--- src/rtl/eprom_rd_pkg.sv ---
// Shared types and timing helpers for the EPROM read controller.
// Assumes nanosecond figures are positive integers.
package eprom_rd_pkg;

    typedef enum logic [1:0] {
        SEQ_IDLE   = 2'd0,
        SEQ_ACCESS = 2'd1,
        SEQ_FLOAT  = 2'd2
    } seq_state_t;

    // Ceiling division of a delay by the clock period.
    function automatic int unsigned ns_to_cycles(input int unsigned ns, input int unsigned period);
        return (ns + period - 1) / period;
    endfunction

    // Address/select to data time per speed grade.
    function automatic int unsigned grade_access_ns(input int unsigned grade);
        case (grade)
            0:       return 90;
            1:       return 120;
            2:       return 150;
            default: return 200;
        endcase
    endfunction

    // Output-enable to data time per speed grade.
    function automatic int unsigned grade_oe_ns(input int unsigned grade);
        case (grade)
            0:       return 40;
            default: return 50;
        endcase
    endfunction

    // Output disable to bus float time per speed grade.
    function automatic int unsigned grade_float_ns(input int unsigned grade);
        case (grade)
            0:       return 35;
            1:       return 25;
            2:       return 45;
            default: return 55;
        endcase
    endfunction

endpackage

--- src/rtl/eprom_step_counter.sv ---
// Phase counter for the read sequencer: loads 1, then counts up by one.
// Assumes the width holds the largest phase length plus one.
module eprom_step_counter #(
    parameter int unsigned CW = 4
) (
    input  logic          clk,
    input  logic          rst_n,
    input  logic          load,
    input  logic          inc,
    output logic [CW-1:0] count
);

    // Load restarts the phase at 1, increment advances it.
    always_ff @(posedge clk) begin
        if (!rst_n) begin
            count <= '0;
        end else if (load) begin
            count <= CW'(1);
        end else if (inc) begin
            count <= count + CW'(1);
        end
    end

endmodule

--- src/rtl/eprom_read_seq.sv ---
// Read sequencer: idle -> access -> float -> idle.
// Issues single-cycle events: start (select), oe_go (enable outputs),
// sample (capture and release). Assumes ACC_CYC >= 1 and GAP_CYC < ACC_CYC.
module eprom_read_seq
    import eprom_rd_pkg::*;
#(
    parameter int unsigned ACC_CYC = 5,
    parameter int unsigned GAP_CYC = 3,
    parameter int unsigned DF_CYC  = 2,
    parameter int unsigned CW      = 4
) (
    input  logic clk,
    input  logic rst_n,
    input  logic req_valid,
    output logic req_ready,
    output logic start,
    output logic oe_go,
    output logic sample
);

    localparam logic [CW-1:0] ACC_C = CW'(ACC_CYC);
    localparam logic [CW-1:0] GAP_C = CW'(GAP_CYC);
    localparam logic [CW-1:0] DF_C  = CW'(DF_CYC);

    seq_state_t    state, state_nx;
    logic [CW-1:0] count;
    logic          float_done;

    eprom_step_counter #(.CW(CW)) u_step (
        .clk   (clk),
        .rst_n (rst_n),
        .load  (start || sample),
        .inc   (state != SEQ_IDLE),
        .count (count)
    );

    // Phase events decoded from state and phase count.
    always_comb begin
        req_ready  = (state == SEQ_IDLE);
        start      = req_ready && req_valid;
        sample     = (state == SEQ_ACCESS) && (count == ACC_C);
        float_done = (state == SEQ_FLOAT) && (count == DF_C);
    end

    // Output-enable timing: together with select when there is no slack.
    generate
        if (GAP_CYC == 0) begin : g_oe_with_ce
            assign oe_go = start;
        end else begin : g_oe_delayed
            assign oe_go = (state == SEQ_ACCESS) && (count == GAP_C);
        end
    endgenerate

    // Next-state selection.
    always_comb begin
        state_nx = state;
        case (state)
            SEQ_IDLE:   if (start)      state_nx = SEQ_ACCESS;
            SEQ_ACCESS: if (sample)     state_nx = (DF_CYC == 0) ? SEQ_IDLE : SEQ_FLOAT;
            SEQ_FLOAT:  if (float_done) state_nx = SEQ_IDLE;
            default:                    state_nx = SEQ_IDLE;
        endcase
    end

    // State register.
    always_ff @(posedge clk) begin
        if (!rst_n) state <= SEQ_IDLE;
        else        state <= state_nx;
    end

    // an accepted request makes the controller busy on the next cycle.
    p_busy_after_accept_r2: assert property (@(posedge clk) disable iff (!rst_n)
        (req_ready && req_valid) |=> !req_ready);

    // capture happens only during an access, never twice in a row.
    p_single_sample_r5: assert property (@(posedge clk) disable iff (!rst_n)
        sample |=> !sample);

endmodule

--- src/rtl/eprom_pin_stage.sv ---
// Registered memory-side pins and data capture.
// Assumes start, oe_go and sample come from the sequencer as one-cycle events.
module eprom_pin_stage #(
    parameter int unsigned AW = 16,
    parameter int unsigned DW = 8
) (
    input  logic          clk,
    input  logic          rst_n,
    input  logic          start,
    input  logic          oe_go,
    input  logic          sample,
    input  logic [AW-1:0] req_addr,
    input  logic [DW-1:0] rom_data,
    output logic [AW-1:0] rom_addr,
    output logic          rom_ce_n,
    output logic          rom_oe_n,
    output logic [DW-1:0] rdata,
    output logic          rdata_valid
);

    // Strobes, address latch and capture register.
    always_ff @(posedge clk) begin
        if (!rst_n) begin
            rom_addr    <= '0;
            rom_ce_n    <= 1'b1;
            rom_oe_n    <= 1'b1;
            rdata       <= '0;
            rdata_valid <= 1'b0;
        end else begin
            rdata_valid <= sample;
            if (start) begin
                rom_ce_n <= 1'b0;
                rom_addr <= req_addr;
            end
            if (oe_go) begin
                rom_oe_n <= 1'b0;
            end
            if (sample) begin
                rom_ce_n <= 1'b1;
                rom_oe_n <= 1'b1;
                rdata    <= rom_data;
            end
        end
    end

    // outputs enabled only while selected.
    p_oe_within_ce_r4: assert property (@(posedge clk) disable iff (!rst_n)
        !rom_oe_n |-> !rom_ce_n);

    // address steady through a selected period.
    p_addr_steady_r3: assert property (@(posedge clk) disable iff (!rst_n)
        (!rom_ce_n && $past(!rom_ce_n)) |-> $stable(rom_addr));

    // valid is a single-cycle pulse.
    p_valid_pulse_r6: assert property (@(posedge clk) disable iff (!rst_n)
        rdata_valid |=> !rdata_valid);

    // data strobe coincides with release of both enables.
    p_release_with_valid_r5: assert property (@(posedge clk) disable iff (!rst_n)
        rdata_valid |-> (rom_ce_n && rom_oe_n));

endmodule

--- src/rtl/eprom_rd_ctrl.sv ---
// Top of the parallel EPROM read controller.
// Converts the speed-grade delays to cycle counts and joins the sequencer
// with the pin stage. Assumes the memory meets the selected grade.
module eprom_rd_ctrl
    import eprom_rd_pkg::*;
#(
    parameter int unsigned CLK_PERIOD_NS = 20,
    parameter int unsigned SPEED_GRADE   = 0,
    parameter int unsigned AW            = 16,
    parameter int unsigned DW            = 8
) (
    input  logic          clk,
    input  logic          rst_n,
    input  logic          req_valid,
    input  logic [AW-1:0] req_addr,
    output logic          req_ready,
    output logic [DW-1:0] rdata,
    output logic          rdata_valid,
    output logic [AW-1:0] rom_addr,
    output logic          rom_ce_n,
    output logic          rom_oe_n,
    input  logic [DW-1:0] rom_data
);

    localparam int unsigned ACC_CYC = ns_to_cycles(grade_access_ns(SPEED_GRADE), CLK_PERIOD_NS);
    localparam int unsigned OE_CYC  = ns_to_cycles(grade_oe_ns(SPEED_GRADE), CLK_PERIOD_NS);
    localparam int unsigned DF_CYC  = ns_to_cycles(grade_float_ns(SPEED_GRADE), CLK_PERIOD_NS);
    localparam int unsigned GAP_CYC = (ACC_CYC > OE_CYC) ? ACC_CYC - OE_CYC : 0;
    localparam int unsigned CW      = $clog2(ACC_CYC + DF_CYC + 2);

    logic start, oe_go, sample;

    eprom_read_seq #(
        .ACC_CYC (ACC_CYC),
        .GAP_CYC (GAP_CYC),
        .DF_CYC  (DF_CYC),
        .CW      (CW)
    ) u_seq (
        .clk       (clk),
        .rst_n     (rst_n),
        .req_valid (req_valid),
        .req_ready (req_ready),
        .start     (start),
        .oe_go     (oe_go),
        .sample    (sample)
    );

    eprom_pin_stage #(.AW(AW), .DW(DW)) u_pins (
        .clk         (clk),
        .rst_n       (rst_n),
        .start       (start),
        .oe_go       (oe_go),
        .sample      (sample),
        .req_addr    (req_addr),
        .rom_data    (rom_data),
        .rom_addr    (rom_addr),
        .rom_ce_n    (rom_ce_n),
        .rom_oe_n    (rom_oe_n),
        .rdata       (rdata),
        .rdata_valid (rdata_valid)
    );

    // Checker counters measuring strobe phases at the pins.
    logic [CW-1:0] ce_lo_cnt, oe_lo_cnt, ce_hi_cnt;

    // Count cycles each strobe has been low or high (high count saturates).
    always_ff @(posedge clk) begin
        if (!rst_n) begin
            ce_lo_cnt <= '0;
            oe_lo_cnt <= '0;
            ce_hi_cnt <= CW'(DF_CYC);
        end else begin
            ce_lo_cnt <= rom_ce_n ? '0 : ce_lo_cnt + CW'(1);
            oe_lo_cnt <= rom_oe_n ? '0 : oe_lo_cnt + CW'(1);
            if (!rom_ce_n)                   ce_hi_cnt <= '0;
            else if (ce_hi_cnt < CW'(DF_CYC)) ce_hi_cnt <= ce_hi_cnt + CW'(1);
        end
    end

    // select held low for exactly the access cycle count.
    p_access_len_r5: assert property (@(posedge clk) disable iff (!rst_n)
        rdata_valid |-> (ce_lo_cnt == CW'(ACC_CYC)));

    // outputs enabled for exactly the output-enable cycle count.
    p_oe_len_r4: assert property (@(posedge clk) disable iff (!rst_n)
        rdata_valid |-> (oe_lo_cnt == CW'(OE_CYC)));

    // float gap honoured before the next select.
    p_float_gap_r7: assert property (@(posedge clk) disable iff (!rst_n)
        $fell(rom_ce_n) |-> (ce_hi_cnt >= CW'(DF_CYC)));

    // select only starts from an accepted request.
    p_select_from_accept_r9: assert property (@(posedge clk) disable iff (!rst_n)
        $fell(rom_ce_n) |-> $past(req_valid && req_ready));

endmodule

--- config.mk ---
export PLATFORM = sky130hd
export DESIGN_NAME = eprom_rd_ctrl
export DESIGN_NICKNAME = d
export VERILOG_FILES = /design/src/rtl/eprom_rd_pkg.sv /design/src/rtl/eprom_step_counter.sv /design/src/rtl/eprom_read_seq.sv /design/src/rtl/eprom_pin_stage.sv /design/src/rtl/eprom_rd_ctrl.sv
export SDC_FILE = /design/constraint.sdc
export NUM_CORES = 1
export LEC_CHECK = 0
export ABC_AREA = 1
export ABC_CLOCK_PERIOD_IN_PS = 3000
export BUFFER_PORTS_ARGS = -buffer_cell sky130_fd_sc_hd__buf_4
export CAP_MARGIN = 20
export CORE_AREA = 3 3 71 73
export CTS_CLUSTER_SIZE = 20
export DETAILED_ROUTE_END_ITERATION = 10
export DIE_AREA = 0 0 74 76
export GPL_TIMING_DRIVEN = 0
export PLACE_DENSITY = 0.5
export SYNTH_ARGS = -nofsm -noshare
export SYNTH_HDL_FRONTEND = slang
export SYNTH_SLANG_ARGS = --single-unit
--- constraint.sdc ---
create_clock -name clk -period 3 [get_ports clk]
set_input_delay 0 -clock clk [delete_from_list [all_inputs] [get_ports clk]]
set_output_delay 0 -clock clk [all_outputs]
set_load 0.05 [all_outputs]
## After elaboration in Yosys (flattened, before gate mapping)

Index checks and enable logic that the tools add are counted.

- Muxes and demuxes: 6
- Add/sub/neg operators: 1
- Bitwise gates (word level): 1
- Equality and inequality tests: 8
- Reduce and logical (&&, ||, !) cells: 11

Operators with widths:

| kind | count |
|---|---|
| equality test 4 x 2 -> 1 bit, second input constant | 2 |
| two-way mux 2 bit | 3 |
| != test 2 x 1 -> 1 bit, second input constant | 3 |
| case mux 2 bit (3 select lines) | 1 |
| adder 4 x 1 -> 4 bit, second input constant | 1 |
| equality test 4 x 3 -> 1 bit, second input constant | 1 |
| logical AND 1 bit | 4 |
| nonzero test 2 bit | 2 |
| OR reduction 2 bit | 2 |
| AND reduction 3 bit | 1 |
| equality test 2 x 1 -> 1 bit, second input constant | 1 |
| equality test 2 bit, second input constant | 1 |
| logical NOT 2 bit | 1 |
| two-way mux 1 bit | 2 |
| logical OR 1 bit | 1 |
| NOT 1 bit | 1 |

- Register bits after elaboration: 33
- Input port bits: 27
- Output and inout bits: 28
- Logic and storage cells: 35

## Logic depth before layout (Yosys ltp)

Gate-level depths: netlist (run 1).

- Depth after elaboration: 4
- Depth in mapped cells: 7
- Depth with buffers taken out: 7

## By module

A second synthesis (run 1) with hierarchy kept.

- Cell total of the unflattened synthesis: 198
- Area, all modules: 1395.1 µm²

By module, submodules not included:

| module | area an instance (µm²) | cells an instance | seq. area each (µm²) | times used |
|---|---|---|---|---|
| eprom_pin_stage | 1046.0 | 145 | 540.5 | 1 |
| eprom_step_counter | 180.2 | 25 | 80.1 | 1 |
| eprom_read_seq | 168.9 | 28 | 40.0 | 1 |

## Least setup slack after synthesis (run 1)

No wires, ideal clock.

- Path type: register to register
- Start: reg u_seq.state[0]
- End: reg u_pins.rom_addr[12]
- Clock period less this slack: 1300 ps
- Setup time: 65 ps
- Stages on the path, launching flop included: 8
- Data required time: 2935 ps
- Arrival time: 1235 ps
- Buffers on the path: 2
- Setup slack: 1700 ps
- Path through: dfxtp_1 nor2_4 nand2_2 buf_6 clkinv_4 buf_12 nor2_2 nor2_1

- Word-level cells in the longest chain between the ends: 2

Ends and longest elaborated chain:

| element | line | RTL |
|---|---|---|
| start, declared | eprom_read_seq.sv:25 | `seq_state_t state, state_nx;` |
| start signal, assigned | eprom_read_seq.sv:68 | `else state <= state_nx;` |
| logical NOT 2 bit | eprom_read_seq.sv:39 | `req_ready = (state == SEQ_IDLE);` |
| via req_ready | eprom_rd_ctrl.sv:16 | `output logic req_ready,` |
| logical AND 1 bit | eprom_read_seq.sv:40 | `start = req_ready && req_valid;` |
| end signal, assigned | eprom_pin_stage.sv:33 | `rom_addr <= req_addr;` |
| end, declared | eprom_pin_stage.sv:14 | `output logic [AW-1:0] rom_addr,` |

The timed path passes the listed nets, and every way through them passes these cells.
A chain may end at the register's enable or synchronous reset.

## Worst setup path after layout (run 1)

- Start: reg u_seq.u_step.count[1]
- End: reg u_seq.u_step.count[2]

- Word-level cells in the longest chain between the ends: 4
- Elaborated cells on any way between the ends: 5
- Those cells by class: add/sub (1); eq/ne (1); reduce/logical (3)

Ends and longest elaborated chain:

| element | line | RTL |
|---|---|---|
| start, declared | eprom_step_counter.sv:10 | `output logic [CW-1:0] count` |
| start signal, assigned | eprom_step_counter.sv:20 | `count <= count + CW'(1);` |
| equality test 4 x 3 -> 1 bit | eprom_read_seq.sv:41 | `sample = (state == SEQ_ACCESS) && (count == ACC_C);` |
| logical AND 1 bit | eprom_read_seq.sv:41 |  |
| logical OR 1 bit | eprom_read_seq.sv:32 | `.load (start \|\| sample),` |
| OR reduction 2 bit (no line) | -- |  |

Several ways; a longest one is shown, not always the timed one.

==> run_results.csv, run 1 <==
group,metric,value,unit
critical_path,endpoint_kind,"flip-flop",
sta,skew,5.661,ps
clocking,clkLatencyLatePin,280,ps
synth,yosysSeqAreaShare,0.4995,
layout,finalNetCount,278,
synth,synth_area,0.001323,mm2
drt,drc,0,
floorplan,row_count,24,
synth,synth-seq-cells,33,
clocking,cts_max_path_buffers,2,
layout,final_util,0.4853,
sta,relSlewSlack,0.6827,
sta,fin_crit_sh,0.4957,
floorplan,die_h,76,um
power,powerDensity,539.9,mW/mm2
global_route,track_usage,0.1399,
synth,yosys_warnings,0,
floorplan,die_w,74,um
critical_path,r2r-start,"u_seq.u_step.count[1]",
sta,worst_pin_slew,476.0,ps
place,dp_hpwl,2513,um
layout,final_cell_mix,"53 x buf_4, 33 x dfxtp_1, 29 x nor2_1",
synth,yosysTopAreaCell,"dfxtp_1",
global_route,grt_start_max_net_pins,11,
critical_path,critPathKind,"reg -> reg",
drt,vias,1351,
critical_path,worstPathRequired,3220,ps
floorplan,die_area,0.005624,mm2
global_route,antenna_found_initial,0,
job,drv_cap,0,
critical_path,arrival,1700,ps
synth,syn_inst,164,
worst_hold_path,min_from,"req_valid",
drt,drt_iter0_drc,62,
sta,fmax,672.5,MHz
floorplan,start_util,0.2996,
place,numPortBuffers,53,
layout,final_common_cell,"buf_4",
floorplan,core_area,0.004414,mm2
drt,wirelength,3810,um
layout,drive_above_1_share,0.3173,
clocking,cts_made_buffers,5,
floorplan,pin_count,55,
clocking,htree_levels,2,
synth,synth_area_leaders,"dfxtp_1 50%, nor2_1 8.2%, nand2_1 6.2%, nand3_1 6.1%, nor2_2 5.2%",
layout,final_cells,301,
layout,fillerInstances,456,
drt,vias_per_cell,4.488,
layout,area_growth,61.97,%
synth,synth_nets,194,
synth,synth_cell_type_count,20,
sta,setup_viol,0,
drt,wl_per_cell,12.66,um
drt,drtAntennaViolNets,0,
place,dp_cells,269,
critical_path,path_max_fanout,10,
sta,grt_setup_unrepaired,"no",
critical_path,start_kind,"flip-flop",
sta,hold_ws,40.62,ps
synth,synth_top_area_share,0.4995,
clocking,root_buffer,"clkbuf_8",
global_route,grt_pass1_wl,6099,um
sta,setup-tns-final,0,ps
sta,drv_slew,0,
place,gp_congestion,0.7521,
status,run_status,"complete, no violations",
sta,finalHoldViolCount,0,
worst_hold_path,hold_class,"in -> reg",
power,total_power,1.157,mW
sta,min_period,1487,ps
drt,drt_first_pass_iters,4,
clocking,cts_tree,"built",
layout,multi_input_area,565.5,um2
critical_path,crit_start,"u_seq.u_step.count[1]",
power,vdd_drop_max,0.2344,mV
clocking,clock_sinks,33,
layout,antennaDiodeCount,0,
global_route,grt_pass1_vias,1362,
clocking,post-cts-setup-buffer-count,0,
clocking,clk_pin_slew,70,ps
power,p_leak,1.005,nW
global_route,grt-ovfl-total,0,
layout,regArea,660.6,um2
synth,avgSynthCellArea,8.064,um2
==> cell type report <==
class                      instances  share of cell area
inverter                           8             0.01636
multi-input combinational        114              0.2640
sequential                        33              0.3084
clock inverter                     1             0.01402
buffer                             9             0.02862
tap                               52             0.03037
timing repair buffer              77              0.2979
clock buffer                       7             0.04030
==> critical path, stage by stage, from the launching register on <==
cell and delay (ps):
dfxtp_1 410, inv_1 70, ha_1 170, nand2_1 70, nor2_1 50, nand2_1 280
nand3_1 230, nor2_1 150
==> layer usage <==
metal  global-route usage  wire length [um]  vias up
met5                    0                 0        -
met4              0.04529                63        0
met3              0.05145               235        9
met2               0.2323              1743       41
met1               0.1635              1766      595
li1                     -                 -      706
==> timing repair <==
item	in CTS	in global routing
gates resized for setup	0	0
hold buffers	24	0
setup endpoints to repair	0	0
hold endpoints to repair	24	0
==> metrics by stage <==
step           setup slack (ps)  cell area, um2
4_1_cts                    1514            2142
2_1_floorplan              1700            1323
3_5_place_dp               1526            1785
6_report                   1513            2142
5_1_grt                    1382            2142
3_3_place_gp               1524            1785
==> where the power goes <==
group / switching (mW) / internal, mW / leakage (nW)
sequential: 0.0161 / 0.462 / 0.271
clock: 0.162 / 0.271 / 0.0585
combinational: 0.147 / 0.0987 / 0.676
==> synthesized netlist by cell type <==
cell type	n
clkinv_4	1
clkbuf_1	4
inv_1	7
nor2_4	1
nand2_1	22
o21ai_0	12
nor2_2	11
buf_12	1
nand3b_1	1
o21bai_1	1
nand4_1	8
a21oi_1	4
nand2_2	1
o21ai_1	5
ha_1	3
buf_2	3
dfxtp_1	33
nand3_1	16
nor2_1	29
buf_6	1
==> worst paths after layout <==
kind | to | slack [ps] | cells past startpoint
max | u_seq.u_step.count[2] | 1510 | 7
min | u_seq.u_step.count[0] | 40 | 4
max reg2reg | u_seq.u_step.count[2] | 1510 | 7
min reg2reg | u_pins.rom_oe_n | 450 | 2
==> flip-flops by register name, indices dropped and copies added (netlist names) <==
name,flops
u_pins.rom_addr,16
u_seq.u_step.count,4
u_seq.state,2
u_pins.rdata_valid,1
u_pins.rom_ce_n,1
u_pins.rom_oe_n,1
u_pins.rdata,8
==> logic make-up (layout without fill, tap and decap cells) <==
kind of cell	Yosys count	in the layout	share of synthesized area
AND/OR/NAND/NOR	89	89	0.3141
buffers and inverters	17	102	0.07285
adder cells (fa/ha/maj)	3	3	0.02839
flip-flops	33	33	0.4995
AO/OA/AOI/OAI	22	22	0.08515
(Power assumes the default switching activity.)
==> inputs of run 2 (changes only) <==
--- a/config.mk
+++ b/config.mk
@@ -5,14 +5,14 @@
 export SDC_FILE = /design/constraint.sdc
 export NUM_CORES = 1
 export LEC_CHECK = 0
-export ABC_AREA = 1
-export ABC_CLOCK_PERIOD_IN_PS = 3000
+export ABC_AREA = 0
+export ABC_CLOCK_PERIOD_IN_PS = 1400
 export BUFFER_PORTS_ARGS = -buffer_cell sky130_fd_sc_hd__buf_4
 export CAP_MARGIN = 20
-export CORE_AREA = 3 3 71 73
+export CORE_AREA = 3 3 70 72
 export CTS_CLUSTER_SIZE = 20
 export DETAILED_ROUTE_END_ITERATION = 10
-export DIE_AREA = 0 0 74 76
+export DIE_AREA = 0 0 73 75
 export GPL_TIMING_DRIVEN = 0
 export PLACE_DENSITY = 0.5
 export SYNTH_ARGS = -nofsm -noshare
==> constraint.sdc (replaced) <==
create_clock -name clk -period 1.4 [get_ports clk]
set_input_delay 0 -clock clk [delete_from_list [all_inputs] [get_ports clk]]
set_output_delay 0 -clock clk [all_outputs]
set_load 0.05 [all_outputs]
==> run 2 against run 1 <==
  * Power up 110%
  * Final cell count decreased by 12%
  * Clock power up 110%
  * Global-route usage decreased by 0.66 points
  * Critical path depth is 2 lower
  * Critical path type unchanged
  * Largest cell class unchanged
==> run_results.csv, run 2 <==
group,metric,value,unit
global_route,grt_pass1_wl,5575,um
clocking,cts_max_path_buffers,2,
synth,synth_most_common_cell,"dfxtp_1",
clocking,htree_levels,2,
layout,largest_register_ffs,16,
clocking,clock_sinks,33,
critical_path,reg2reg_to,"u_pins.rdata[5]",
critical_path,path_buf_inv,2,
drt,drtAntennaViolNets,0,
status,run_status,"complete, no violations",
place,dp_cells,226,
clocking,clk_pin_slew,70,ps
clocking,cts_made_buffers,5,
floorplan,die_area,0.005475,mm2
clocking,cts_tree,"built",
global_route,grt_pass1_vias,1202,
layout,largest-register,"u_pins.rom_addr",
sta,worst_pin_slew,443.7,ps
critical_path,reg2reg_slack,70,ps
critical_path,critPathMaxStageDelay,300,ps
worst_hold_path,min_delay_path_depth,3,
power,switching_share,0.2592,
synth,synth_nets,150,
sta,setup_ws,66.73,ps
critical_path,r2r_cells,5,
synth,synth_area_leaders,"dfxtp_1 52%, mux2i_1 13%, nor2_1 5.9%, a22o_1 5.5%, ha_1 2.9%",
floorplan,pin_count,55,
sta,setup-tns-final,0,ps
power,combPwrFrac,0.205,
sta,min_period,1333,ps
sta,relSlewSlack,0.7042,
global_route,grt-ovfl-total,0,
layout,fillerInstances,400,
layout,finalNetCount,243,
synth,synth_top_area_share,0.5156,
layout,final_cells,266,
floorplan,die_w,73,um
drt,drt_iter0_drc,25,
place,dp_hpwl,2297,um
sta,setup_viol,0,
floorplan,die_h,75,um
drt,wirelength,3502,um
critical_path,critical_path.cell_chain,"buf_2 > nand2b_4 > o21a_1 > buf_6 > a22o_1",
global_route,track_usage,0.1333,
power,p_sw,0.6296,mW
critical_path,arrival,1500,ps
place,gp_congestion,0.7073,
floorplan,start_util,0.2943,
worst_hold_path,min_from,"req_valid",
drt,drc,0,
synth,yosysSeqAreaShare,0.5156,
floorplan,row_count,24,
job,drv_cap,0,
layout,final_common_cell,"buf_4",
critical_path,r2r-start,"u_seq.state[1]",
layout,drive_above_1_share,0.3972,
critical_path,worst_path_max_delay_cell,"dfxtp_1",
layout,final_cell_mix,"59 x buf_4, 31 x dfxtp_1, 25 x dlygate4sd3_1",
worst_hold_path,hold_class,"in -> reg",
place,numPortBuffers,54,
global_route,antenna_found_initial,0,
global_route,grt_start_max_net_pins,11,
floorplan,core_area,0.004354,mm2
synth,synthArstFlopShare,0,
critical_path,critPathKind,"reg -> reg",
drt,vias_per_cell,4.500,
synth,syn_inst,120,
sta,skew,1.529,ps
drt,drt_first_pass_iters,4,
power,powerDensity,1094,mW/mm2
power,p_leak,1.022,nW
synth,avgSynthCellArea,10.68,um2
synth,synth_edf_count,0,
drt,wl_per_cell,13.17,um
critical_path,path_max_fanout,9,
synth,yosysTopAreaCell,"dfxtp_1",
power,p_int,1.800,mW
synth,ys.flop_type,"dfxtp_1",
synth,yosys_warnings,0,
sta,fin_crit_sh,0.9523,
power,p_clk_frac,0.379,
sta,finalHoldViolCount,0,
synth,synth_area,0.001281,mm2
sta,fmax,750.0,MHz
layout,antennaDiodeCount,0,
layout,reg.largest.list,"u_pins.rom_addr: 16 flops, u_pins.rdata: 8 flops, u_seq.u_step.count: 4 flops",
sta,drv_slew,0,
critical_path,endpoint_kind,"flip-flop",
power,seqPwrFrac,0.415,
power,vdd_drop_max,0.5342,mV
drt,vias,1197,
critical_path,worstPathRequired,1570,ps
synth,synth-seq-cells,33,
place,dpl_worst_slack,-57.46,ps
clocking,root_buffer,"clkbuf_8",
synth,synth_cell_type_count,31,
layout,area_growth,73.34,%
synth,synth_common_cells,"33 x dfxtp_1, 20 x nor2_1, 16 x mux2i_1",
worst_hold_path,min_to,"u_seq.u_step.count[1]",
clocking,clkLatencyLatePin,280,ps
critical_path,critPathTopFamily,"compound AO/OA/AOI/OAI gates",
critical_path,start_kind,"flip-flop",
==> run 2: cell types whose count changed after synthesis, moves of 8 or more <==
cell / change
a22o_1: +8
nand3_1: -14
mux2i_1: +16
nor2_2: -11
o21ai_0: -8
nand4_1: -8
nand2_1: -19
nor2_1: -9
==> run 2: per-stage QoR <==
step	area [um2]	hold slack (ps)	power [mW]	utilization
2_1_floorplan	1284	125.5	1.287	-
3_3_place_gp	1754	211.2	1.426	0.4029
3_5_place_dp	1754	215.3	1.433	0.4029
4_1_cts	2156	33.37	2.423	0.4951
5_1_grt	2221	35.23	2.544	0.5101
6_report	2221	39.64	2.429	0.5101
==> run 2: cell type report <==
class,count,area (um2),area share
Tap cell,52,65.06,0.02930
Sequential cell,33,665.6,0.2997
Inverter,5,18.77,0.008451
Multi-Input combinational cell,75,556.8,0.2507
Buffer,7,73.82,0.03324
Clock buffer,7,86.33,0.03887
Timing Repair Buffer,86,724.4,0.3262
Clock inverter,1,30.03,0.01352
==> run 2: routing by layer <==
| layer | vias to the layer above | routed length, um | GRT usage |
|---|---|---|---|
| met3 | 5 | 205 | 0.04406 |
| met1 | 548 | 1459 | 0.1550 |
| met5 | - | 0 | 0 |
| met2 | 39 | 1801 | 0.2284 |
| met4 | 0 | 36 | 0.04918 |
| li1 | 605 | - | - |
==> run 2: logic make-up after synthesis <==
kind of cell | count (synthesis) | share of synthesized area
compound gates | 21 | 0.1231
fa+ha+maj | 3 | 0.02930
buf+inv | 12 | 0.06639
flops | 33 | 0.5156
mux | 16 | 0.1250
simple gates | 35 | 0.1406
==> run 2: worst max-delay path by stage <==
stage	from	to	slack [ps]	cells past startpoint
after floorplan	u_seq.u_step.count[0]	u_pins.rdata[0]	100	5
after global placement	u_seq.u_step.count[0]	u_pins.rdata[2]	-20	5
after detailed placement	u_seq.u_step.count[0]	u_pins.rdata[2]	-60	5
after CTS	u_seq.u_step.count[1]	u_pins.rdata[0]	2	6
after global routing	u_seq.u_step.count[1]	u_pins.rdata[5]	-0.5	6
final	u_seq.state[1]	u_pins.rdata[5]	70	5
==> run 2: worst min-delay path, cell delays in order <==
cell and delay [ps]:
buf_4 90, nor4_1 40, o21a_1 150
==> run 2: repair_timing <==
action                                 4_1_cts  5_1_grt
pin swaps                                    1        2
hold buffers                                25        0
endpoints found under the hold margin       25        0
gates cloned                                 1        0
buffers inserted                             2        4
gates resized for setup                      5        7
setup endpoints to repair                    8       20
==> run 2: power groups by stage <==
stage | logic [mW] | registers (mW) | clock network [mW]
global placement | 0.402 | 1.02 | 0
finish | 0.499 | 1.01 | 0.922
global route | 0.531 | 1.01 | 1.00
CTS | 0.472 | 1.01 | 0.945
detailed placement | 0.408 | 1.03 | 0
floorplan | 0.148 | 1.14 | 0
